$ cat config.mk
export PLATFORM = sky130hd
export DESIGN_NAME = flmac_core
export DESIGN_NICKNAME = d
export VERILOG_FILES = /design/src/rtl/flmac_pkg.sv /design/src/rtl/flmac_lane.sv /design/src/rtl/flmac_tree.sv /design/src/rtl/flmac_acc.sv /design/src/rtl/flmac_core.sv
export SDC_FILE = /design/constraint.sdc
export NUM_CORES = 1
export LEC_CHECK = 0
export BUFFER_PORTS_ARGS = -buffer_cell sky130_fd_sc_hd__buf_4
export CORE_MARGIN = 2
export CORE_UTILIZATION = 40
export DETAILED_ROUTE_END_ITERATION = 8
export SYNTH_ARGS = -nofsm -noshare
export SYNTH_HDL_FRONTEND = slang
export SYNTH_SLANG_ARGS = --single-unit
$ cat constraint.sdc
create_clock -name clk -period 5 [get_ports clk]
set_input_delay 0.5 -clock clk [delete_from_list [all_inputs] [get_ports clk]]
set_output_delay 0.5 -clock clk [all_outputs]
set_load 0.02 [all_outputs]
$ cat src/rtl/flmac_pkg.sv
package flmac_pkg;

   // Width needed to hold +/- (lanes*pix_max*beats + 2**(tau_w-1)) in two's complement.
   function automatic int acc_width(input int lanes, input int pix_max,
                                    input int beats, input int tau_w);
      longint span;
      span = longint'(lanes) * longint'(pix_max) * longint'(beats)
             + (longint'(1) << (tau_w - 1));
      return $clog2(span + 1) + 1;
   endfunction

   // Number of adder-tree levels for a lane count (at least one).
   function automatic int tree_levels(input int lanes);
      return (lanes < 2) ? 1 : $clog2(lanes);
   endfunction

endpackage

$ cat src/rtl/flmac_lane.sv
// Per-lane conditional negation and sign extension into the tree leaf vector.
module flmac_lane #(
   parameter int LANES  = 8,
   parameter int PIX_W  = 8,
   parameter int LEAVES = 8,
   parameter int SUM_W  = 11
) (
   input  logic [LANES*PIX_W-1:0]  pix_data,
   input  logic [LANES-1:0]        wgt_bits,
   output logic [LEAVES*SUM_W-1:0] leaves
);

   localparam int EXT_W = SUM_W - PIX_W;

   for (genvar j = 0; j < LEAVES; j++) begin : g_leaf
      if (j < LANES) begin : g_used
         logic signed [PIX_W-1:0] pix;
         logic signed [PIX_W-1:0] term;
         assign pix  = pix_data[j*PIX_W +: PIX_W];
         // -127 is the lowest legal input, so the negation stays in PIX_W bits.
         assign term = wgt_bits[j] ? pix : -pix;
         assign leaves[j*SUM_W +: SUM_W] = {{EXT_W{term[PIX_W-1]}}, term};
      end else begin : g_pad
         assign leaves[j*SUM_W +: SUM_W] = '0;
      end
   end

endmodule

$ cat src/rtl/flmac_tree.sv
// Binary adder tree; PIPE selects a register after every level or a purely combinational tree.
module flmac_tree #(
   parameter int LEVELS = 3,
   parameter int SUM_W  = 11,
   parameter bit PIPE   = 1'b1
) (
   input  logic                           clk,
   input  logic                           rst_n,
   input  logic                           in_vld,
   input  logic                           in_last,
   input  logic [(1<<LEVELS)*SUM_W-1:0]   leaves,
   output logic                           out_vld,
   output logic                           out_last,
   output logic signed [SUM_W-1:0]        out_sum
);

   localparam int LEAVES = 1 << LEVELS;

   for (genvar l = 0; l <= LEVELS; l++) begin : g_lvl
      localparam int NODES = LEAVES >> l;
      logic [NODES*SUM_W-1:0] lv_d;
      logic                   lv_v;
      logic                   lv_l;

      if (l == 0) begin : g_root
         assign lv_d = leaves;
         assign lv_v = in_vld;
         assign lv_l = in_last;
      end else begin : g_add
         logic [NODES*SUM_W-1:0] comb;
         always_comb begin
            for (int n = 0; n < NODES; n++) begin
               comb[n*SUM_W +: SUM_W] =
                  $signed(g_lvl[l-1].lv_d[(2*n)*SUM_W +: SUM_W]) +
                  $signed(g_lvl[l-1].lv_d[(2*n+1)*SUM_W +: SUM_W]);
            end
         end

         if (PIPE) begin : g_reg
            logic [NODES*SUM_W-1:0] d_q;
            logic                   v_q;
            logic                   l_q;
            always_ff @(posedge clk or negedge rst_n) begin
               if (!rst_n) begin
                  v_q <= 1'b0;
                  l_q <= 1'b0;
               end else begin
                  v_q <= g_lvl[l-1].lv_v;
                  l_q <= g_lvl[l-1].lv_l;
               end
            end
            always_ff @(posedge clk) begin
               d_q <= comb;
            end
            assign lv_d = d_q;
            assign lv_v = v_q;
            assign lv_l = l_q;
         end else begin : g_wire
            assign lv_d = comb;
            assign lv_v = g_lvl[l-1].lv_v;
            assign lv_l = g_lvl[l-1].lv_l;
         end
      end
   end

   assign out_sum  = g_lvl[LEVELS].lv_d;
   assign out_vld  = g_lvl[LEVELS].lv_v;
   assign out_last = g_lvl[LEVELS].lv_l;

endmodule

$ cat src/rtl/flmac_acc.sv
// Window accumulator seeded with the negated threshold; emits the sign decision on the last beat.
module flmac_acc #(
   parameter int SUM_W = 11,
   parameter int TAU_W = 16,
   parameter int ACC_W = 18
) (
   input  logic                    clk,
   input  logic                    rst_n,
   input  logic                    sum_vld,
   input  logic                    sum_last,
   input  logic signed [SUM_W-1:0] sum,
   input  logic [TAU_W-1:0]        tau,
   output logic                    act_valid,
   output logic                    act_bit
);

   logic                    fresh_q;
   logic signed [ACC_W-1:0] acc_q;
   logic signed [ACC_W-1:0] tau_ext;
   logic signed [ACC_W-1:0] sum_ext;
   logic signed [ACC_W-1:0] base;
   logic signed [ACC_W-1:0] nxt;

   assign tau_ext = {{(ACC_W-TAU_W){tau[TAU_W-1]}}, tau};
   assign sum_ext = {{(ACC_W-SUM_W){sum[SUM_W-1]}}, sum};

   always_comb begin
      base = fresh_q ? -tau_ext : acc_q;
      nxt  = base + sum_ext;
   end

   always_ff @(posedge clk or negedge rst_n) begin
      if (!rst_n) begin
         fresh_q   <= 1'b1;
         acc_q     <= '0;
         act_valid <= 1'b0;
         act_bit   <= 1'b0;
      end else begin
         act_valid <= sum_vld && sum_last;
         if (sum_vld) begin
            if (sum_last) begin
               act_bit <= ~nxt[ACC_W-1];
               fresh_q <= 1'b1;
            end else begin
               acc_q   <= nxt;
               fresh_q <= 1'b0;
            end
         end
      end
   end

endmodule

$ cat src/rtl/flmac_core.sv
// First-layer MAC core: 8-bit pixels, 1-bit weights, threshold folded into the accumulator.
module flmac_core #(
   parameter int LANES     = 8,
   parameter int PIX_W     = 8,
   parameter int TAU_W     = 16,
   parameter int MAX_BEATS = 64,
   parameter bit PIPE      = 1'b1
) (
   input  logic                   clk,
   input  logic                   rst_n,
   input  logic                   pix_valid,
   input  logic                   pix_last,
   input  logic [LANES*PIX_W-1:0] pix_data,
   input  logic [LANES-1:0]       wgt_bits,
   input  logic                   tau_load,
   input  logic [TAU_W-1:0]       tau_value,
   output logic                   act_valid,
   output logic                   act_bit
);

   import flmac_pkg::*;

   localparam int PIX_MAX = (1 << (PIX_W - 1)) - 1;
   localparam int LEVELS  = tree_levels(LANES);
   localparam int LEAVES  = 1 << LEVELS;
   localparam int SUM_W   = PIX_W + LEVELS;
   localparam int ACC_W   = acc_width(LANES, PIX_MAX, MAX_BEATS, TAU_W);

   initial begin : p_param_chk
      assert (LANES >= 2)       else $error("flmac_core: LANES must be at least 2");
      assert (PIX_W >= 2)       else $error("flmac_core: PIX_W must be at least 2");
      assert (MAX_BEATS >= 1)   else $error("flmac_core: MAX_BEATS must be positive");
      assert (ACC_W > TAU_W)    else $error("flmac_core: accumulator narrower than threshold");
      assert (ACC_W > SUM_W)    else $error("flmac_core: accumulator narrower than tree sum");
   end

   logic [TAU_W-1:0]        tau_q;
   logic [LEAVES*SUM_W-1:0] leaves;
   logic                    t_vld;
   logic                    t_last;
   logic signed [SUM_W-1:0] t_sum;

   always_ff @(posedge clk or negedge rst_n) begin
      if (!rst_n)        tau_q <= '0;
      else if (tau_load) tau_q <= tau_value;
   end

   flmac_lane #(
      .LANES (LANES),
      .PIX_W (PIX_W),
      .LEAVES(LEAVES),
      .SUM_W (SUM_W)
   ) u_lane (
      .pix_data(pix_data),
      .wgt_bits(wgt_bits),
      .leaves  (leaves)
   );

   flmac_tree #(
      .LEVELS(LEVELS),
      .SUM_W (SUM_W),
      .PIPE  (PIPE)
   ) u_tree (
      .clk     (clk),
      .rst_n   (rst_n),
      .in_vld  (pix_valid),
      .in_last (pix_last),
      .leaves  (leaves),
      .out_vld (t_vld),
      .out_last(t_last),
      .out_sum (t_sum)
   );

   flmac_acc #(
      .SUM_W(SUM_W),
      .TAU_W(TAU_W),
      .ACC_W(ACC_W)
   ) u_acc (
      .clk      (clk),
      .rst_n    (rst_n),
      .sum_vld  (t_vld),
      .sum_last (t_last),
      .sum      (t_sum),
      .tau      (tau_q),
      .act_valid(act_valid),
      .act_bit  (act_bit)
   );

endmodule

; ---- Word-level counts from Yosys, hierarchy flattened
; Cells that the tools add are included.
[classes]
n_addsub = 17
reduce_logical = 3
n_bitwise = 2
muxes = 10
[ops]
columns = operator, count
row1 = 8-bit two-way mux, 8
row2 = 8-bit negator, 8
row3 = 8-bit by 8-bit adder with 9-bit output, 4
row4 = 11-bit adder, 3
row5 = 18-bit by 11-bit adder with 18-bit output, 1
row6 = 18-bit two-way mux, 1
row7 = 16-bit negator with 18-bit output, 1
row8 = 2-bit AND reduction, 2
row9 = 1-bit NOT, 2
row10 = 1-bit logical AND, 1
row11 = 1-bit two-way mux, 1
[word_totals]
register_bits = 120
in_bits = 93

; ---- Logic depth before layout (Yosys ltp)
; Gate-level depths: netlist of run 1.
[logic_depth]
depth_word = 4
ltp_mapped = 16
mapped_depth_nobuf = 16

; ---- Cells and area by module
; Synthesis of run 1 repeated with hierarchy kept, for this count alone.
[hier_totals]
hier_cells = 992
area_unflattened_um2 = 8933.6
[modules_own_cells]
columns = mod, cells_per_inst, area_per_inst_um2, instances
row1 = flmac_tree, 495, 4764.6, 1
row2 = flmac_acc, 260, 2139.6, 1
row3 = flmac_lane, 203, 1380.1, 1
row4 = flmac_core, 34, 649.4, 1

; ---- Worst setup path before layout of run 1
; No wires, ideal clock.
[synth_path]
path_kind = reg2reg
startpoint = register tau_q[0]
endpoint = register u_acc.act_bit
arrival_time_ps = 3543
path_stages_with_launch = 17
period_less_slack_ps = 3625
n_path_buf = 0
setup_slack_ps = 1375
cell_sequence = dfrtp_1 inv_1 ha_1 nand2_1 or2_1 or4_4 or4_4 xor2_1 mux2_4 ha_1 a21o_1 a21o_1 nor2_1 a31oi_1 a21o_1 xor2_1 o21ai_0
[synth_via]
elab_chain_cells = 4
[synth_lines]
columns = item, line
row1 = "start, declared", flmac_core.sv:37  ; logic [TAU_W-1:0] tau_q;
row2 = "start signal, assigned", flmac_core.sv:45  ; else if (tau_load) tau_q <= tau_value;
row3 = 16-bit negator with 18-bit output, flmac_acc.sv:28  ; base = fresh_q ? -tau_ext : acc_q;
row4 = 18-bit two-way mux, flmac_acc.sv:28
row5 = 18-bit by 11-bit adder with 18-bit output, flmac_acc.sv:29  ; nxt = base + sum_ext;
row6 = 1-bit NOT, flmac_acc.sv:42  ; act_bit <= ~nxt[ACC_W-1];
row7 = "end signal, assigned", flmac_acc.sv:42
row8 = "end, declared", flmac_acc.sv:14  ; output logic act_bit
; No other way between the ends.
; A chain may end at the register's enable or synchronous reset.

; ---- Worst setup path after layout of run 1
; Ends and elaborated chain as after synthesis.

==> out/summary.txt, run 1 <==
Fin crit period: 3.876 ns
Final Instance Count excl. Fillers: 1155
Post-synthesis sequential area ratio: 32.79%
Worst path arrival time: 4.15 ns
Clock Skews: 0.009460 ns
Synth Instances: 817
DP Area: 8481 um^2
Total Nets Final: 1103
Maximum clock frequency: 258.0 MHz
Starting Density: 40.49%
Synth unique cells: 46
Synthesized area: 7497 um^2
Vias in the first global route: 5614
CP Launch Type: flop
First-pass GRT wire length: 24210 um
WL/cell: 11.92 um
GP Congestion: 0.8958
WL final: 13760 um
Drt first pass iters: 5
Pwr dens: 519.4 nW/um^2
Pleak: 4.200 nW
Critical path capture point type: flop
Status: complete, no violations
Inserted Clock Buffers: 9
Tightest Pin Transition: 0.5737 ns
Largest net degree at the start of global routing: 44
Vias: 5603
Fin crit share: 77.52%
EDFF count, synth: 0
Footprint of the multi-input gates: 4686 um^2
FF+latch count, synth: 112
Drt drc: 0
R2r setup slk: 1.12 ns
TritonCTS clock tree: done
Hold WC Path Type: input pin to asynchronous set/reset pin
IO Pins: 95
Post-DRT Antenna Nets: 0
CTS clk-pin slew, worst paths: 0.07 ns
CP Class: flop to flop
Pwr Total: 4.564 mW
Reg2Reg Capture Point: u_acc.act_bit
Syn Area/Cell: 9.176 um^2
Area Overhead vs Synth: 17.19%
Final hold vios: 0
Port Buffers: 94
Crit path required time: 5.27 ns
Post-synth top cells: 86 x ha_1, 86 x inv_1, 69 x dfxtp_1
Detailed Place HPWL: 11180 um
Ys Warns: 0
Core Box Area: 18520 um^2
Worst vdd ir: 0.1777 mV
Clock Root Buffer: clkbuf_16
Dominant cell type by area after synthesis: dfxtp_1
Slew Limit Fails: 0
Routed vias/inst: 4.851
Die ar.: 19850 um^2
Die Span Y: 140.9 um
RR Startpoint: tau_q[0]
H-Tree Depth: 3
CTS Sinks: 112
Area share of the largest cell type after synthesis: 18.42%
Layout cells sized above 1: 17.59%
FF-to-FF path depth: 16
Cts repair resizes: 0
Tot GR Track Use: 14.67%
Latest clock arrival within the worst-skew pair: 0.35 ns
Clock Path Buffers: 2
Max_cap viols: 0
Slew headroom: 61.75%
Synth top area cells: dfxtp_1 18%, ha_1 14%, dfrtp_1 14%
Setup_tns: 0 ns
Unrepaired setup endpoints after global routing: no
Synthesized net count: 1004
Final Cell Area: 8786 um^2
Width of the die: 140.9 um
Async set-reset flop share out of synthesis: 38.39%
Placed Cells: 1139
Final core utilization: 47.45%
Post-CTS Setup Repair Bufs: 0
Crit path max fanout: 7
Gr ovfl total: 0
CTS Hold Bufs: 0
Register area: 2459 um^2
Initial antenna violation count: 0
Final setup violation count: 0
FP Rows: 50
Primary FF master, synth: dfxtp_1
Initial DRC Count: 256
FILL cells: 1804
N_diodes: 0
## state kept, by name, summed over array words and instances, names as in the netlist, 2 cells and up
name / flops
u_tree.g_lvl.g_add.g_reg.d_q: 58
u_acc.acc_q: 18
tau_q: 16
u_tree.out_sum: 11
u_tree.g_lvl.g_add.g_reg.l_q: 2
u_tree.g_lvl.g_add.g_reg.v_q: 2
## worst max-delay path by stage
stage	start	end	slack, ns	depth (start not counted)
after detailed placement	tau_q[0]	u_acc.act_bit	1.15	16
after global placement	tau_q[0]	u_acc.act_bit	1.19	16
final	tau_q[0]	u_acc.act_bit	1.12	16
after CTS	tau_q[0]	u_acc.act_bit	1.12	16
after floorplan	tau_q[0]	u_acc.act_bit	1.37	16
after global routing	tau_q[0]	u_acc.act_bit	0.90	16
## report_power, final
part,total [mW],leakage [nW],internal (mW),switching (mW)
registers,1.41,1.10,1.26,0.155
logic,2.42,2.95,1.18,1.24
clock network,0.731,0.156,0.415,0.316
total,4.56,4.20,2.85,1.71
## stage by stage
step	hold WS, ns	setup WS (ns)
4_1_cts	0.1560	1.124
6_report	0.1453	1.124
2_1_floorplan	0.2044	1.375
5_1_grt	0.1905	0.9014
3_3_place_gp	0.3327	1.186
3_5_place_dp	0.3347	1.149
## cells by family (layout without fill, tap and decap cells)
family	Yosys count	count (layout)	synth area share [%]
flops	112	112	32.79
xor+xnor	116	116	13.55
mux	42	42	6.325
fa+ha+maj	94	94	16.49
buf+inv	94	198	4.706
compound gates	180	180	14.77
simple gates	179	179	11.37
## placed cells by master, fill, tap and decap left out, types with 8 or more instances in the layout
cell type / synthesis / layout
buf_4: 0 / 96
inv_1: 86 / 86
ha_1: 86 / 86
dfxtp_1: 69 / 69
xnor2_1: 64 / 64
nor2_1: 55 / 55
xor2_1: 52 / 52
a21oi_1: 49 / 49
o21ai_0: 43 / 43
nand2_1: 42 / 42
dfrtp_1: 42 / 42
mux2_2: 39 / 39
nor3_1: 27 / 27
a31oi_1: 24 / 24
a21o_1: 22 / 22
nor2b_1: 13 / 13
nand2b_1: 12 / 12
clkbuf_16: 0 / 9
fa_1: 8 / 8
## area by class of cell
class / instances / share of cell area [%]
multi-input combinational: 611 / 53.33
sequential: 112 / 27.98
timing repair buffer: 96 / 8.203
inverter: 86 / 3.674
tap: 234 / 3.332
clock buffer: 11 / 2.877
clock inverter: 5 / 0.5981
## critical path, stage by stage (launching register included)
cell and delay, ns:
dfrtp_1 0.40, inv_1 0.08, ha_1 0.18, nand2_1 0.07, or2_1 0.24, or4_4 0.46
or4_4 0.50, xor2_1 0.16, mux2_4 0.26, ha_1 0.35, a21o_1 0.20, a21o_1 0.20
a21oi_1 0.13, a31oi_1 0.06, a21o_1 0.22, xor2_1 0.14, o21ai_0 0.15
## layer usage
layer	up-vias	GRT usage [%]	wire length, um
li1	3026	-	-
met1	2464	19.13	6787
met2	95	24.54	6199
met3	18	2.004	446
met4	0	6.105	331
met5	-	0	0
(Power assumes the default switching activity.)
==> run 2, diff against run 1 <==
==> constraint.sdc (replaced) <==
create_clock -name clk -period 3.6 [get_ports clk]
set_input_delay 0.36 -clock clk [delete_from_list [all_inputs] [get_ports clk]]
set_output_delay 0.36 -clock clk [all_outputs]
set_load 0.02 [all_outputs]
==> run 2 against run 1 <==
The run now ends with negative hold slack, negative setup slack left. Die area unchanged. Clock power increased by 32%. Flip-flop and latch count unchanged. Global-route usage decreased by 0.38 points. First-iteration DRC count decreased by 25%. Critical path depth unchanged. Utilization increased by 1.5 points. Fmax increased by 6.4%. Register-to-register slack got worse by 1.2 ns. Final cell count increased by 1.8%. Combinational power increased by 51%. Wire length increased by 1.7%. Critical endpoint is now u_acc.acc_q[17].
==> out/summary.txt, run 2 (same netlist as run 1, synthesis figures left out) <==
H-Tree Depth: 3 (unchanged)
Core Box Area: 18520 um^2 (unchanged)
Register area: 2459 um^2 (unchanged)
FP Rows: 50 (unchanged)
Worst vdd ir: 0.2925 mV (+65%)
IO Pins: 95 (unchanged)
WL/cell: 11.90 um (-0.13%)
CP delay by family, top: simple AND/OR/NAND/NOR gates
CP max stage delay: 0.51 ns (about the same)
Final Instance Count excl. Fillers: 1176 (+1.8%)
Final core utilization: 48.91% (+1.5 points)
Commonest cells after routing, fill and taps aside: 117 x buf_4, 84 x inv_1, 81 x ha_1, 69 x dfxtp_1, 64 x xnor2_1
Maximum clock frequency: 274.5 MHz (+6.4%)
CTS Sinks: 112 (unchanged)
Commonest non-fill, non-tap cell in the layout: buf_4
DP Area: 8613 um^2 (+1.6%)
Clock Path Buffers: 2 (unchanged)
Detailed Place HPWL: 11350 um (+1.5%)
Status: complete, but fails checks
Vias: 5649 (+0.82%)
Seq pwr share: 30.0% (-1.0 points)
R2r setup slk: -0.04 ns (-1.17 ns)
Hold WC Path Type: input pin to asynchronous set/reset pin
Initial DRC Count: 193 (-25%)
Post-DRT Antenna Nets: 0 (unchanged)
Power Internal: 4.061 mW (+42%)
Reg2Reg Capture Point: u_acc.acc_q[17]
Pwr dens: 727.8 nW/um^2 (+40%)
Max_cap viols: 0 (unchanged)
Final setup violation count: 2 (+2)
Setup_tns: -0.08426 ns (-0.08426 ns)
Biggest register: u_tree.g_lvl.g_add.g_reg.d_q
Combinational fraction of design power: 55.3% (+2.3 points)
Clock share of power: 14.7% (-1.3 points)
FF-to-FF path depth: 16 (unchanged)
Worst path slowest cell: or4_4
Setup WS post-layout: -0.04358 ns (-1.168 ns)
Vias in the first global route: 5483 (-2.3%)
Worst path arrival time: 3.86 ns (-0.29 ns)
P_sw: 2.530 mW (+48%)
Gr ovfl total: 0 (unchanged)
Final hold vios: 10 (+10)
Unrepaired setup endpoints after global routing: yes
Port Buffers: 94 (unchanged)
GP Congestion: 0.8806 (-1.7%)
Hold slack final: -0.01708 ns (-0.1624 ns)
Crit path capture: u_acc.acc_q[17]
Fin crit share: 101.2% (+24 points)
CP Class: flop to flop
FILL cells: 1811 (+0.39%)
Inserted Clock Buffers: 9 (unchanged)
Pleak: 4.309 nW (+2.6%)
Crit path required time: 3.82 ns (-1.45 ns)
CP bufs+invs: 1 (unchanged)
Starting Density: 40.49% (unchanged)
First-pass GRT wire length: 23540 um (-2.8%)
Die Span Y: 140.9 um (unchanged)
Slew headroom: 62.96% (+1.2 points)
CP Launch Type: flop
CP most frequent cell: a21o_1
Critical path capture point type: flop
Initial antenna violation count: 0 (unchanged)
Area Overhead vs Synth: 20.79%
Routed vias/inst: 4.804 (-0.98%)
Latest clock arrival within the worst-skew pair: 0.35 ns (about the same)
TritonCTS clock tree: done
Max reg flops: 58 (unchanged)
Crit path max fanout: 4 (-3)
Top Registers: u_tree.g_lvl.g_add.g_reg.d_q (58), u_acc.acc_q (18), tau_q (16)
Placed Cells: 1155 (+1.4%)
RR Startpoint: tau_q[1]
Drt first pass iters: 4 (-1)
Total Nets Final: 1124 (+1.9%)
Failing checks: negative hold slack, negative setup slack
Tightest Pin Transition: 0.5556 ns (-0.01817 ns)
Crit-path cells: inv_2 > ha_4 > nand2_2 > or2_1 > or4_4 > or4_4 > xor2_1 > mux2_4 > ha_4 > a21o_1 > a21o_1 > nor2_1 > a31oi_1 > a21o_1 > mux2i_1 > o31ai_1
Tot GR Track Use: 14.30% (-0.38 points)
Clock Root Buffer: clkbuf_16
Final Cell Area: 9056 um^2 (+3.1%)
Slew Limit Fails: 0 (unchanged)
WL final: 14000 um (+1.7%)
Switch share: 38.39% (+0.92 points)
Critical Path Stages: 16 (unchanged)
Die ar.: 19850 um^2 (unchanged)
Clock Skews: 0.008525 ns (-0.0009356 ns)
Drt drc: 0 (unchanged)
Width of the die: 140.9 um (unchanged)
CTS clk-pin slew, worst paths: 0.08 ns (about the same)
Largest net degree at the start of global routing: 44 (unchanged)
N_diodes: 0 (unchanged)
Footprint of the multi-input gates: 4811 um^2 (+2.7%)
Fin crit period: 3.644 ns (-0.2324 ns)
Pwr Total: 6.591 mW (+44%)
Layout cells sized above 1: 21.55% (+4.0 points)
CP startpoint: tau_q[1]
==> run 2: changes by cell type in the layout (fill, tap and decap cells not counted), moves of 3 or more <==
cell     before  now
ha_1         86   81
o21ai_0      43   40
buf_4        96  117
inv_8         0    4
o21ai_1       0    3
ha_4          0    3
==> run 2: routing by layer <==
layer | track usage, % | share of wire, % | wire, um
met1 | 18.36 | 49 | 6882
met2 | 25.01 | 47 | 6525
met3 | 1.800 | 2.9 | 404
met4 | 4.632 | 1.3 | 183
met5 | 0 | 0 | 0
==> run 2: through the flow <==
step                hold WS [ns]  worst slack [ns]
finish                  -0.01708          -0.04358
global route             0.03600           -0.2196
CTS                     0.008829          -0.01616
detailed placement        0.3347          -0.02650
global placement          0.3314          0.008653
floorplan                0.06441           0.07624
==> run 2: worst register-to-register path, delay by kind of cell (launching register included) <==
family                     cells  cell delay [ns]
and+or+nand+nor                5             1.35
AOI/OAI and AO/OA              5             0.74
muxes                          2             0.41
DFF                            1             0.39
adders and majority gates      2             0.39
xor gates and xnor gates       1             0.16
buffers and inverters          1             0.08
==> run 2: area by class of cell <==
| cell class | instances | share of cell area, % |
|---|---|---|
| tap | 234 | 3.233 |
| timing repair buffer | 117 | 9.699 |
| clock inverter | 7 | 0.7461 |
| inverter | 86 | 3.565 |
| sequential | 112 | 27.15 |
| multi-input combinational | 611 | 53.12 |
| clock buffer | 9 | 2.487 |
==> run 2: how the worst min path moves through the flow <==
stage / to / slack (ns) / cells after the start
2_1_floorplan: tau_q[0] / 0.06 / 0
3_3_place_gp: u_tree.g_lvl[2].g_add.g_reg.v_q / 0.33 / 0
3_5_place_dp: u_tree.out_last / 0.33 / 0
4_1_cts: tau_q[2] / 0.009 / 1
5_1_grt: tau_q[2] / 0.04 / 1
6_report: u_acc.acc_q[0] / -0.02 / 1
==> run 2: power groups by stage <==
stage / Combinational (mW) / Clock (mW) / Sequential, mW
after CTS: 3.54 / 1.01 / 1.98
after floorplan: 2.74 / 0 / 1.93
after detailed placement: 3.50 / 0 / 2.01
after global placement: 3.47 / 0 / 2.00
after global routing: 4.16 / 1.05 / 2.03
final: 3.65 / 0.968 / 1.98
==> run 2: what timing repair did <==
item / in CTS / in global routing
resized for setup: 3 / 24
buffers inserted: 0 / 5
pin swaps: 1 / 23
setup endpoints to repair: 4 / 8
hold buffers: 0 / 0
==> run 3, diff against run 2 <==
--- a/config.mk
+++ b/config.mk
@@ -5,10 +5,13 @@
 export SDC_FILE = /design/constraint.sdc
 export NUM_CORES = 1
 export LEC_CHECK = 0
+export ABC_AREA = 1
 export BUFFER_PORTS_ARGS = -buffer_cell sky130_fd_sc_hd__buf_4
 export CORE_MARGIN = 2
 export CORE_UTILIZATION = 40
 export DETAILED_ROUTE_END_ITERATION = 8
+export SKIP_LAST_GASP = 1
+export SLEW_MARGIN = 25
 export SYNTH_ARGS = -nofsm -noshare
 export SYNTH_HDL_FRONTEND = slang
 export SYNTH_SLANG_ARGS = --single-unit
==> run 3 against run 2 <==
The run ends with negative hold slack left. Wire length is 14% higher. Final cell count is 20% higher. Synthesized cell count is 28% higher. Power is 2.3% higher. Largest power group unchanged. Highest routed layer unchanged.
==> out/summary.txt, run 3 <==
Status: complete, but fails checks
Failing checks: negative hold slack
Syn Area/Cell: 7.618 um^2 (-17%)
Tightest Pin Transition: 0.7932 ns (+0.2376 ns)
Post-synth top cells: 225 x nand2_1, 144 x inv_1, 86 x ha_1
Biggest register: u_tree.g_lvl.g_add.g_reg.d_q
CTS Hold Bufs: 0 (unchanged)
Final hold vios: 14 (+4)
Register area: 2459 um^2 (unchanged)
WL final: 15910 um (+14%)
Synth unique cells: 44 (-4.3%)
Fin crit period: 2.850 ns (-0.7935 ns)
Hold slack final: -0.006571 ns (+0.01051 ns)
Hold WC Path Type: input pin to asynchronous set/reset pin
Tot GR Track Use: 15.22% (+0.92 points)
Port Buffers: 94 (unchanged)
Worst path arrival time: 3.09 ns (-0.77 ns)
CP Class: flop to flop
Cts repair resizes: 0 (-3)
Switch share: 42.77% (+4.4 points)
Combinational fraction of design power: 55.9% (+0.6 points)
Fin crit share: 79.17% (-22 points)
Drt first pass iters: 4 (unchanged)
Commonest cells after routing, fill and taps aside: 225 x nand2_1, 144 x inv_1, 96 x buf_4, 86 x ha_1, 75 x nor2_1
CTS Sinks: 112 (unchanged)
Dominant cell type by area after synthesis: dfxtp_1
Synth Area in Compound Gates: 12.17% (-2.6 points)
Clock Skews: 0.008807 ns (+0.0002826 ns)
Setup_tns: 0 ns (+0.08426 ns)
Power Internal: 3.858 mW (-5.0%)
N_diodes: 0 (unchanged)
Clock share of power: 14.7% (about the same)
Crit path required time: 3.84 ns (+0.02 ns)
CP Launch Type: flop
Synth top area cells: dfxtp_1 17%, ha_1 13%, dfrtp_1 13%
Post-DRT Antenna Nets: 0 (unchanged)
Post-synthesis simple-gate area fraction: 21.93% (+11 points)
CP startpoint: tau_q[0]
Core Box Area: 19530 um^2 (+5.4%)
First-pass GRT wire length: 27180 um (+15%)
GP Congestion: 0.8312 (-5.6%)
Post-Synth XOR/XNOR Area: 11.53% (-2.0 points)
P_sw: 2.883 mW (+14%)
Drt drc: 0 (unchanged)
Die Span Y: 145.2 um (+3.1%)
Synthesized net count: 1234 (+23%)
Inserted Clock Buffers: 9 (unchanged)
Unrepaired setup endpoints after global routing: no
Die ar.: 21090 um^2 (+6.2%)
WL/cell: 11.25 um (-5.4%)
IO Pins: 95 (unchanged)
FF+latch count, synth: 112 (unchanged)
Ys Warns: 0 (unchanged)
Area share of the largest cell type after synthesis: 17.32% (-1.1 points)
EDFF count, synth: 0 (unchanged)
Total Nets Final: 1331 (+18%)
Starting Density: 40.85% (+0.36 points)
Layout cells sized above 1: 13.14% (-8.4 points)
Primary FF master, synth: dfxtp_1
Final setup violation count: 0 (-2)
Synth Instances: 1047 (+28%)
Commonest non-fill, non-tap cell in the layout: nand2_1
Detailed Place HPWL: 13020 um (+15%)
Vias in the first global route: 6348 (+16%)
FILL cells: 2021 (+12%)
Slew headroom: 47.06% (-16 points)
Largest net degree at the start of global routing: 44 (unchanged)
Seq pwr share: 29.4% (-0.6 points)
Gr ovfl total: 0 (unchanged)
Vias: 6617 (+17%)
Crit path max fanout: 5 (+1)
Latest clock arrival within the worst-skew pair: 0.35 ns (about the same)
Async set-reset flop share out of synthesis: 38.39% (unchanged)
Final core utilization: 47.51% (-1.4 points)
Area Overhead vs Synth: 16.31%
Slew Limit Fails: 0 (unchanged)
Post-CTS Setup Repair Bufs: 0 (unchanged)
Largest family of logic cells by synthesized area: simple AND/OR/NAND/NOR gates
Initial DRC Count: 269 (+39%)
Top Registers: u_tree.g_lvl.g_add.g_reg.d_q (58), u_acc.acc_q (18), tau_q (16)
Top-count cell post-synth: nand2_1
Worst vdd ir: 0.3118 mV (+6.6%)
Pleak: 4.716 nW (+9.4%)
TritonCTS clock tree: done
Synthesized area: 7976 um^2 (+6.4%)
Pwr dens: 726.6 nW/um^2 (-0.17%)
Initial antenna violation count: 0 (unchanged)
R2r setup slk: 0.75 ns (+0.79 ns)
Clock Path Buffers: 2 (unchanged)
Post-Synth Adder-Cell Area: 15.50% (-0.99 points)
Clock Root Buffer: clkbuf_16
Max reg flops: 58 (unchanged)
RR Startpoint: tau_q[0]
Footprint of the multi-input gates: 4910 um^2 (+2.1%)
Mux cell area share after synthesis: 0.4235% (-5.9 points)
Maximum clock frequency: 350.9 MHz (+28%)
CTS clk-pin slew, worst paths: 0.07 ns (about the same)
Critical path capture point type: flop
FP Rows: 51 (+2.0%)
Width of the die: 145.2 um (+3.1%)
H-Tree Depth: 3 (unchanged)
Max_cap viols: 0 (unchanged)
Routed vias/inst: 4.680 (-2.6%)
Post-synthesis sequential area ratio: 30.82% (-2.0 points)
## run 3: changes by cell type after synthesis, sizes merged, moves of 17 or more
cell,previous run,this run
inv,86,149
o31ai,2,19
a21o,22,4
nand2,42,239
nand3,5,48
a31oi,24,2
mux2,40,3
o21ai,43,69
nor2,56,83
xnor2,64,44
## run 3: final cells by class
cell class	count	area share [%]
clock buffer	15	3.115
clock inverter	1	0.09440
inverter	149	6.028
multi-input combinational	776	52.92
sequential	112	26.50
tap	265	3.574
timing repair buffer	96	7.768
## run 3: metrics by stage
step	power (mW)	setup WS, ns	cells	cell area (um^2)	hold slack [ns]
6_report	6.741	0.7499	1414	9278	-0.006571
5_1_grt	7.467	0.4621	1414	9278	0.04353
4_1_cts	6.821	0.7297	1414	9278	0.01015
3_5_place_dp	5.786	0.7842	1398	8980	0.3363
3_3_place_gp	5.745	0.8514	1398	8980	0.3353
2_1_floorplan	4.956	1.081	1047	7976	0.06441
## run 3: final timing paths
check / to / cells past startpoint
worst max-delay path: u_acc.act_bit / 17
worst min-delay path: tau_q[3] / 1
worst max register to register: u_acc.act_bit / 17
worst min register to register: u_tree.g_lvl[2].g_add.g_reg.v_q / 0
max in group asynchronous: u_tree.out_last / 1
min in group clk: u_tree.g_lvl[1].g_add.g_reg.v_q / 1
## run 3: critical path, cell delays in order, from the launching register on
cell	delay (ns)
dfrtp_1	0.39
inv_2	0.09
ha_1	0.20
nand3_2	0.11
nor2_2	0.15
nand3_2	0.12
nor2_2	0.14
nand2_2	0.07
xor2_1	0.14
a21oi_1	0.09
ha_1	0.36
nand2_1	0.14
nor4_2	0.36
nand2_2	0.11
nand2_4	0.08
nand3_1	0.07
nand3_1	0.08
nand2_1	0.05
## run 3: cells by family (layout without fill, tap and decap cells)
family / Yosys count / after routing
xor gates and xnor gates: 105 / 105
AOI/OAI and AO/OA: 172 / 172
muxes: 3 / 3
adders and majority gates: 94 / 94
DFF: 112 / 112
buffers and inverters: 159 / 261
and+or+nand+nor: 402 / 402
## run 3: layer usage
layer	routed length, um	up-vias	track usage, %	share of wire (%)
met3	528	16	2.138	3.3
met1	7626	2899	19.00	48
li1	-	3592	-	-
met4	278	0	5.392	1.7
met2	7480	110	26.75	47
met5	0	-	0	0
## run 3: power groups by stage
stage	logic, mW	registers, mW	clock network (mW)
finish	3.77	1.98	0.994
CTS	3.80	1.99	1.03
floorplan	3.02	1.93	0
global placement	3.74	2.01	0
detailed placement	3.78	2.01	0
global route	4.35	2.03	1.08
